File: config.mk
export PLATFORM = sky130hd
export DESIGN_NAME = ipt_lookup
export DESIGN_NICKNAME = d
export VERILOG_FILES = /design/src/rtl/ipt_pkg.sv /design/src/rtl/ipt_hash.sv /design/src/rtl/ipt_store.sv /design/src/rtl/ipt_compare.sv /design/src/rtl/ipt_lookup.sv
export SDC_FILE = /design/constraint.sdc
export NUM_CORES = 2
export LEC_CHECK = 0
export BUFFER_PORTS_ARGS = -buffer_cell sky130_fd_sc_hd__buf_2
export CAP_MARGIN = 20
export CORE_MARGIN = 3
export CORE_UTILIZATION = 45
export CTS_CLUSTER_DIAMETER = 100
export CTS_CLUSTER_SIZE = 28
export DETAILED_ROUTE_END_ITERATION = 7
export GPL_ROUTABILITY_DRIVEN = 0
export SKIP_CTS_REPAIR_TIMING = 1
export SYNTH_ARGS = -nofsm -noshare
export SYNTH_HDL_FRONTEND = slang
export SYNTH_SLANG_ARGS = --single-unit
File: constraint.sdc
create_clock -name clk -period 4.2 [get_ports clk]
set_clock_uncertainty 0.05 [all_clocks]
set_input_delay 0.84 -clock clk [delete_from_list [all_inputs] [get_ports clk]]
set_output_delay 0.84 -clock clk [all_outputs]
set_load 0.01 [all_outputs]
File: src/rtl/ipt_pkg.sv
package ipt_pkg;

  typedef enum logic [1:0] {
    OUT_MISS  = 2'd0,
    OUT_FAULT = 2'd1,
    OUT_OK    = 2'd2
  } outcome_e;

endpackage

File: src/rtl/ipt_hash.sv
module ipt_hash #(
  parameter int VPN_W = 20,
  parameter int IDX_W = 6
) (
  input  logic [VPN_W-1:0] vpn_i,
  output logic [IDX_W-1:0] idx_o
);

  localparam int HALF   = VPN_W / 2;
  localparam int FOLD_W = VPN_W - HALF;

  logic [FOLD_W-1:0] fold;

  // upper half folded onto lower half
  for (genvar j = 0; j < FOLD_W; j++) begin : g_fold
    if (j < HALF) begin : g_pair
      assign fold[j] = vpn_i[HALF+j] ^ vpn_i[j];
    end else begin : g_single
      assign fold[j] = vpn_i[HALF+j];
    end
  end

  // reduce the fold to the index width modulo IDX_W
  always_comb begin
    idx_o = '0;
    for (int j = 0; j < FOLD_W; j++) begin
      idx_o[j % IDX_W] = idx_o[j % IDX_W] ^ fold[j];
    end
  end

endmodule

File: src/rtl/ipt_store.sv
module ipt_store #(
  parameter int VPN_W   = 20,
  parameter int OFS_W   = 12,
  parameter int FRAME_W = 10,
  parameter int IDX_W   = 6
) (
  input  logic               clk,
  input  logic               rst_n,
  input  logic               lk_valid_i,
  input  logic [IDX_W-1:0]   lk_idx_i,
  input  logic [VPN_W-1:0]   lk_vpn_i,
  input  logic [OFS_W-1:0]   lk_ofs_i,
  input  logic               wr_en_i,
  input  logic [IDX_W-1:0]   wr_idx_i,
  input  logic [VPN_W-1:0]   wr_tag_i,
  input  logic [FRAME_W-1:0] wr_frame_i,
  input  logic               wr_present_i,
  output logic               s1_valid_o,
  output logic [VPN_W-1:0]   s1_vpn_o,
  output logic [OFS_W-1:0]   s1_ofs_o,
  output logic [VPN_W-1:0]   s1_tag_o,
  output logic [FRAME_W-1:0] s1_frame_o,
  output logic               s1_pres_o
);

  localparam int DEPTH = 1 << IDX_W;

  logic [VPN_W-1:0]   tag_mem [DEPTH];
  logic [FRAME_W-1:0] frm_mem [DEPTH];
  logic [DEPTH-1:0]   pres_q, pres_d;
  logic               s1_pres_d;

  // present flags: next state
  always_comb begin
    pres_d = pres_q;
    if (wr_en_i) begin
      pres_d[wr_idx_i] = wr_present_i;
    end
  end

  always_comb begin
    s1_pres_d = s1_pres_o;
    if (lk_valid_i) begin
      s1_pres_d = pres_q[lk_idx_i];
    end
  end

  always_ff @(posedge clk or negedge rst_n) begin
    if (!rst_n) begin
      pres_q     <= '0;
      s1_valid_o <= 1'b0;
      s1_pres_o  <= 1'b0;
    end else begin
      pres_q     <= pres_d;
      s1_valid_o <= lk_valid_i;
      s1_pres_o  <= s1_pres_d;
    end
  end

  // tag and frame storage, no reset
  always_ff @(posedge clk) begin
    if (wr_en_i) begin
      tag_mem[wr_idx_i] <= wr_tag_i;
      frm_mem[wr_idx_i] <= wr_frame_i;
    end
  end

  // registered read; same-edge write is not visible here
  always_ff @(posedge clk) begin
    if (lk_valid_i) begin
      s1_tag_o   <= tag_mem[lk_idx_i];
      s1_frame_o <= frm_mem[lk_idx_i];
      s1_vpn_o   <= lk_vpn_i;
      s1_ofs_o   <= lk_ofs_i;
    end
  end

endmodule

File: src/rtl/ipt_compare.sv
module ipt_compare
  import ipt_pkg::*;
#(
  parameter int VPN_W   = 20,
  parameter int OFS_W   = 12,
  parameter int FRAME_W = 10
) (
  input  logic                     clk,
  input  logic                     rst_n,
  input  logic                     s1_valid_i,
  input  logic [VPN_W-1:0]         s1_vpn_i,
  input  logic [OFS_W-1:0]         s1_ofs_i,
  input  logic [VPN_W-1:0]         s1_tag_i,
  input  logic [FRAME_W-1:0]       s1_frame_i,
  input  logic                     s1_pres_i,
  output logic                     rs_valid_o,
  output logic                     rs_ok_o,
  output logic                     rs_fault_o,
  output logic                     rs_miss_o,
  output logic [FRAME_W+OFS_W-1:0] rs_paddr_o
);

  localparam int PA_W = FRAME_W + OFS_W;

  outcome_e        outcome;
  logic            valid_d, ok_d, fault_d, miss_d;
  logic [PA_W-1:0] paddr_d;

  always_comb begin
    if (s1_tag_i != s1_vpn_i) begin
      outcome = OUT_MISS;
    end else if (s1_pres_i) begin
      outcome = OUT_OK;
    end else begin
      outcome = OUT_FAULT;
    end
  end

  always_comb begin
    valid_d = s1_valid_i;
    ok_d    = s1_valid_i && (outcome == OUT_OK);
    fault_d = s1_valid_i && (outcome == OUT_FAULT);
    miss_d  = s1_valid_i && (outcome == OUT_MISS);
    paddr_d = ok_d ? {s1_frame_i, s1_ofs_i} : '0;
  end

  always_ff @(posedge clk or negedge rst_n) begin
    if (!rst_n) begin
      rs_valid_o <= 1'b0;
      rs_ok_o    <= 1'b0;
      rs_fault_o <= 1'b0;
      rs_miss_o  <= 1'b0;
      rs_paddr_o <= '0;
    end else begin
      rs_valid_o <= valid_d;
      rs_ok_o    <= ok_d;
      rs_fault_o <= fault_d;
      rs_miss_o  <= miss_d;
      rs_paddr_o <= paddr_d;
    end
  end

endmodule

File: src/rtl/ipt_lookup.sv
module ipt_lookup #(
  parameter int VPN_W   = 20,
  parameter int OFS_W   = 12,
  parameter int FRAME_W = 10,
  parameter int IDX_W   = 6
) (
  input  logic                     clk,
  input  logic                     rst_n,
  input  logic                     lk_valid,
  input  logic [VPN_W-1:0]         lk_vpn,
  input  logic [OFS_W-1:0]         lk_ofs,
  input  logic                     wr_en,
  input  logic [IDX_W-1:0]         wr_idx,
  input  logic [VPN_W-1:0]         wr_tag,
  input  logic [FRAME_W-1:0]       wr_frame,
  input  logic                     wr_present,
  output logic                     rs_valid,
  output logic                     rs_ok,
  output logic                     rs_fault,
  output logic                     rs_miss,
  output logic [FRAME_W+OFS_W-1:0] rs_paddr
);

  logic [IDX_W-1:0]   lk_idx;
  logic               s1_valid, s1_pres;
  logic [VPN_W-1:0]   s1_vpn, s1_tag;
  logic [OFS_W-1:0]   s1_ofs;
  logic [FRAME_W-1:0] s1_frame;

  ipt_hash #(.VPN_W(VPN_W), .IDX_W(IDX_W)) u_hash (
    .vpn_i (lk_vpn),
    .idx_o (lk_idx)
  );

  ipt_store #(
    .VPN_W(VPN_W), .OFS_W(OFS_W), .FRAME_W(FRAME_W), .IDX_W(IDX_W)
  ) u_store (
    .clk          (clk),
    .rst_n        (rst_n),
    .lk_valid_i   (lk_valid),
    .lk_idx_i     (lk_idx),
    .lk_vpn_i     (lk_vpn),
    .lk_ofs_i     (lk_ofs),
    .wr_en_i      (wr_en),
    .wr_idx_i     (wr_idx),
    .wr_tag_i     (wr_tag),
    .wr_frame_i   (wr_frame),
    .wr_present_i (wr_present),
    .s1_valid_o   (s1_valid),
    .s1_vpn_o     (s1_vpn),
    .s1_ofs_o     (s1_ofs),
    .s1_tag_o     (s1_tag),
    .s1_frame_o   (s1_frame),
    .s1_pres_o    (s1_pres)
  );

  ipt_compare #(
    .VPN_W(VPN_W), .OFS_W(OFS_W), .FRAME_W(FRAME_W)
  ) u_cmp (
    .clk        (clk),
    .rst_n      (rst_n),
    .s1_valid_i (s1_valid),
    .s1_vpn_i   (s1_vpn),
    .s1_ofs_i   (s1_ofs),
    .s1_tag_i   (s1_tag),
    .s1_frame_i (s1_frame),
    .s1_pres_i  (s1_pres),
    .rs_valid_o (rs_valid),
    .rs_ok_o    (rs_ok),
    .rs_fault_o (rs_fault),
    .rs_miss_o  (rs_miss),
    .rs_paddr_o (rs_paddr)
  );

endmodule

After elaboration in Yosys (flattened, before gate mapping) --
Memory sizes are Yosys's and may differ from the RTL's. A register that Yosys moved wholly into a read port is not among the register bits. Cells that the tools add are included.
Storage, ports and cells: bits in latches 0, memory bits (writable) 1920, output and inout port bits 26, word-level logic and storage cells 47, bits in registers 124, ROM bits 0, bits of input ports 73, memories kept 2
Operators by class: mux-type cells 10, bitwise logic cells 14, divide/modulo/power cells 0, shift operators 0, magnitude comparators 3, add/sub/neg operators 0, multipliers 0, reduce and logical (&&, ||, !) cells 5, equality and inequality tests 3
Memories:
- u_store.tag_mem | words 64, bits a word 20, rd ports 1, clocked after memory_dff 1, write ports 1, line ipt_store.sv:28 | logic [VPN_W-1:0] tag_mem [DEPTH];
- u_store.frm_mem | words 64, bits a word 10, rd ports 1, clocked after memory_dff 1, write ports 1, line ipt_store.sv:29 | logic [FRAME_W-1:0] frm_mem [DEPTH];
Operators by type and width (number):
- 64-bit bitwise mux | 1
- 22-bit two-way mux | 1
- 20-bit != test | 1
- 6-bit by 7-bit less-than comparator with 1-bit output (second input constant) | 2
- 1-bit XOR | 14
- 1-bit binary-select mux with 6-bit select | 1
- 1-bit demux with 6-bit select | 1
- 6-bit by 1-bit >= comparator with 1-bit output (second input constant) | 1
- 1-bit logical AND | 4
- 1-bit two-way mux | 4
- 2-bit two-way mux | 2
- 2-bit by 1-bit equality test with 1-bit output (second input constant) | 1
- 2-bit equality test (second input constant) | 1
- 2-bit zero test | 1

Longest topological paths before layout --
depth in word-level cells 5, depth in mapped cells 11, depth with buffers taken out 7

Cells and area by module --
A second synthesis with hierarchy kept.
Second synthesis, totals: cell total of the unflattened synthesis 3248, area total of the unflattened synthesis 79073.3 um^2
By module, submodules not included:
- ipt_store | cells an instance 3124, sequential area each 61168.7 um^2, area an instance 77677.0 um^2, instances 1
- ipt_compare | cells an instance 110, sequential area each 650.6 um^2, area an instance 1273.7 um^2, instances 1
- ipt_hash | cells an instance 14, sequential area each 0.0 um^2, area an instance 122.6 um^2, instances 1

Worst setup path before layout --
OpenSTA, ideal clock, no wires.
kind input-to-reg, start input port wr_idx[5], end register u_store.pres_q[48], slack -99 ps, library setup time 125 ps, cell stages on the path 5, required time 4025 ps, arrival 4124 ps, buffers on the path 1, path through clkbuf_1 -> nand3_1 -> or3_1 -> nor3_1 -> mux2_2
On the way: word-level cells in the longest chain between the ends 5, elaborated cells between the ends (all ways) 6, those cells by class 2 x order compare; 3 x mux; 1 x reduce/logical
RTL lines:
- start: declaration | line ipt_lookup.sv:13 | input logic [IDX_W-1:0] wr_idx,
- 6-bit by 7-bit less-than comparator with 1-bit output (implied by the code) / 6-bit by 1-bit >= comparator with 1-bit output (equally long branches) | line ipt_store.sv:37 | pres_d[wr_idx_i] = wr_present_i;
- 1-bit logical AND (implied by the code) | line ipt_store.sv:37
- 1-bit two-way mux (implied by the code) | line ipt_store.sv:37
- 1-bit demux with 6-bit select *
- 64-bit bitwise mux * | line ipt_store.sv:37
- end signal: assignment | line ipt_store.sv:54 | pres_q <= pres_d;
- end: declaration | line ipt_store.sv:30 | logic [DEPTH-1:0] pres_q, pres_d;
Every way passes the cells marked *; elsewhere a longest branch is shown, timed or not. A chain may end at the register's enable or synchronous reset.

Worst setup path in the final report --
start input port lk_vpn[7], end register u_store.s1_tag_o[13], read port of u_store.tag_mem, data pin
On the way: word-level cells in the longest chain between the ends 2
RTL lines:
- start: declaration | line ipt_lookup.sv:10 | input logic [VPN_W-1:0] lk_vpn,
- 1-bit XOR | line ipt_hash.sv:17 | assign fold[j] = vpn_i[HALF+j] ^ vpn_i[j];
- 1-bit XOR | line ipt_hash.sv:27 | idx_o[j % IDX_W] = idx_o[j % IDX_W] ^ fold[j];
- end: declaration | line ipt_store.sv:21 | output logic [VPN_W-1:0] s1_tag_o,
No other way between the ends.

==> flow_summary.ini <==
[finish]
nets = 3801
synthToLayoutAreaGrowth_pct = 11.4
drive_above_1_share = 0.303

[clocking]
clk_pin_slew_worst_paths_ns = 0.11
worstSkewPairLatency_ns = 0.75
cts_tree = built
root_buffer = clkbuf_16
htreeDepth = 3
ctsLongestPathBuffers = 3
clock_sinks = 2074
cts_made_buffers = 85

[yosys]
ys_seq_area_frac = 0.782
yosysTopAreaCell = edfxtp_1
syn_nets = 3478
synth.top_cells.by_count = 1982 x edfxtp_1, 496 x mux4_2, 241 x mux2i_1
yosysWarnings = 0
syn_area_mm2 = 0.0790
synth_top_area_share = 0.753
syn_inst = 3405
ys_types = 32
synth-seq-cells = 2074
synth_edf_count = 1982
synth.most_common_cell = edfxtp_1
async_flop_share = 0.0444
netlist_top_cells_area = edfxtp_1 75%, mux4_2 14%, mux2i_1 3.1%
synth.avg_cell_area_um2 = 23.2
ys.flop_type = edfxtp_1

[power_and_ir_drop]
ir_drop_mv = 0.316
leakage_uw = 0.0283
power.total_uw = 39900
p_per_area_mw_per_mm2 = 453

[timing]
drv_slew = 0
min_period_ns = 3.47
relSlewSlack = 0.267
setup_violations = 0
fmax_mhz = 288
hold_viol_final = 0
rsz0062_at_grt = false
worst_slew_pin_slew_ns = 1.10
worst_slack_ns = 0.728
period_share = 0.827

[critical_path]
criticalPathCategory = primary input to flop
crit_start = lk_vpn[7]
crit_required_ns = 4.65
end_kind = flop
r2r_start = u_store.s1_vpn_o[16]
cp.arrival_ns = 3.92
startpoint_type = primary input
reg2reg_depth = 9
crit_fanout = 18

[floorplanning]
core_mm2 = 0.174
num_rows = 153
start_util = 0.454
die_x_um = 425
die_area_mm2 = 0.181
pin_count = 99
die_height_um = 425

[flow_run]
max-cap-violations = 0

[detailed_routing]
wire_per_inst_um = 33.5
num_vias = 36700
vias_per_cell = 6.01
initialDrtViolationCount = 4463
drt_wl_total_um = 205000
drc = 0
ant_nets = 0
dr.pass1.iters = 5

[status]
status = completed

[placed_design]
dp_hpwl_um = 130000
place_ws_ns = -0.0493
io_buffers = 98

[grt]
grt_max_degree = 70
antenna_found_initial = 20
grt.overflow.total = 0
first_global_vias = 36700
grt_pass1_wl_um = 289000
gr-usage-all-layers = 0.228

[worst_hold_path]
hp-class = primary input to async pin
path summary, 6_finish.rpt:
check,endpoint,slack (ns)
worst min register to register,u_cmp.rs_paddr_o[6],0.41
worst max register to register,u_cmp.rs_paddr_o[21],0.90
max in group asynchronous,u_store.pres_q[25],2.97
worst min-delay path,u_cmp.rs_paddr_o[0],0.18
min in group clk,u_store.s1_ofs_o[9],0.24
worst max-delay path,u_store.s1_tag_o[13],0.73
final cells by class:
cell class	count	area, um^2
fillers	13700	86100
multi-input cells	1153	16900
diodes	10	25.0
repair buffers	413	3890
well taps	2325	2910
inverters	1	3.75
clock inverters	9	133
clock buffers	126	2370
flip-flops and latches	2074	61800
per-layer routing:
layer  vias up  track usage  routed length, um
li1      15000            -                  -
met1     20200        0.328              85100
met2      1360        0.363              99500
met3       238       0.0325              12900
met4         2       0.0722               7350
met5         -            0                 13
per-stage QoR:
| stage | utilization | cell area, um^2 | cells | TNS [ns] | hold slack [ns] |
|---|---|---|---|---|---|
| after global placement | 0.490 | 85400 | 5961 | -0.0508 | 0.381 |
| after global routing | 0.505 | 88000 | 6102 | 0 | 0.195 |
| after CTS | 0.505 | 87900 | 6096 | 0 | 0.180 |
| after floorplan | - | 79000 | 3405 | 0 | 0.317 |
| final | 0.505 | 88100 | 6111 | 0 | 0.177 |
| after detailed placement | 0.490 | 85400 | 5961 | -0.0493 | 0.383 |
state kept, by name (all words and copies together) (netlist names):
name	flops
u_store.s1_valid_o	1
u_store.tag_mem	1280
u_store.pres_q	64
u_cmp.rs_miss_o	1
u_cmp.rs_fault_o	1
u_store.s1_vpn_o	20
u_store.frm_mem	640
u_store.s1_frame_o	10
u_cmp.rs_valid_o	1
u_cmp.rs_paddr_o	22
u_store.s1_tag_o	20
u_store.s1_ofs_o	12
u_store.s1_pres_o	1
u_cmp.rs_ok_o	1
placed cells by master (no fill, tap or decap), drive strengths merged:
cell type  instances
a22oi              1
a31oi              1
and2              22
buf              413
bufinv             1
clkbuf           126
clkinv             4
dfrtp             92
diode             10
edfxtp          1982
inv                5
mux2              64
mux2i            241
mux4             496
nand2             22
nand2b             5
nand3             13
nand3b             2
nand4              6
nor2              74
nor2b              4
nor3               5
nor4               3
o22a               1
o22ai            121
o311ai             1
or3                2
or3b               1
or4               30
xnor2             19
xor2              19
report_power, final:
group	switching, uW	total (uW)	internal, uW	leakage (uW)
Clock	6110	10200	4060	0.00120
Combinational	3490	6520	3030	0.00793
Sequential	192	23200	23000	0.0191
Total	9790	39900	30100	0.0283
cells by family (layout without fill, tap and decap cells):
logic type      Yosys count  in the layout  synth area share
compound gates          125            125           0.00998
xor+xnor                 38             38           0.00431
buf+inv                 178            549            0.0101
flops                  2074           2074             0.782
mux                     801            801             0.181
other cells               0             10                 0
simple gates            189            189            0.0122
critical path, cell delays in order:
cell and delay, ns:
buf_2 0.11, xnor2_1 0.31, xnor2_2 0.17, buf_12 0.24, buf_12 0.20, buf_4 0.29
mux4_2 0.54, mux2i_1 0.19, o22ai_1 0.36, or4_1 0.62
Power figures use the tool's default switching activity.
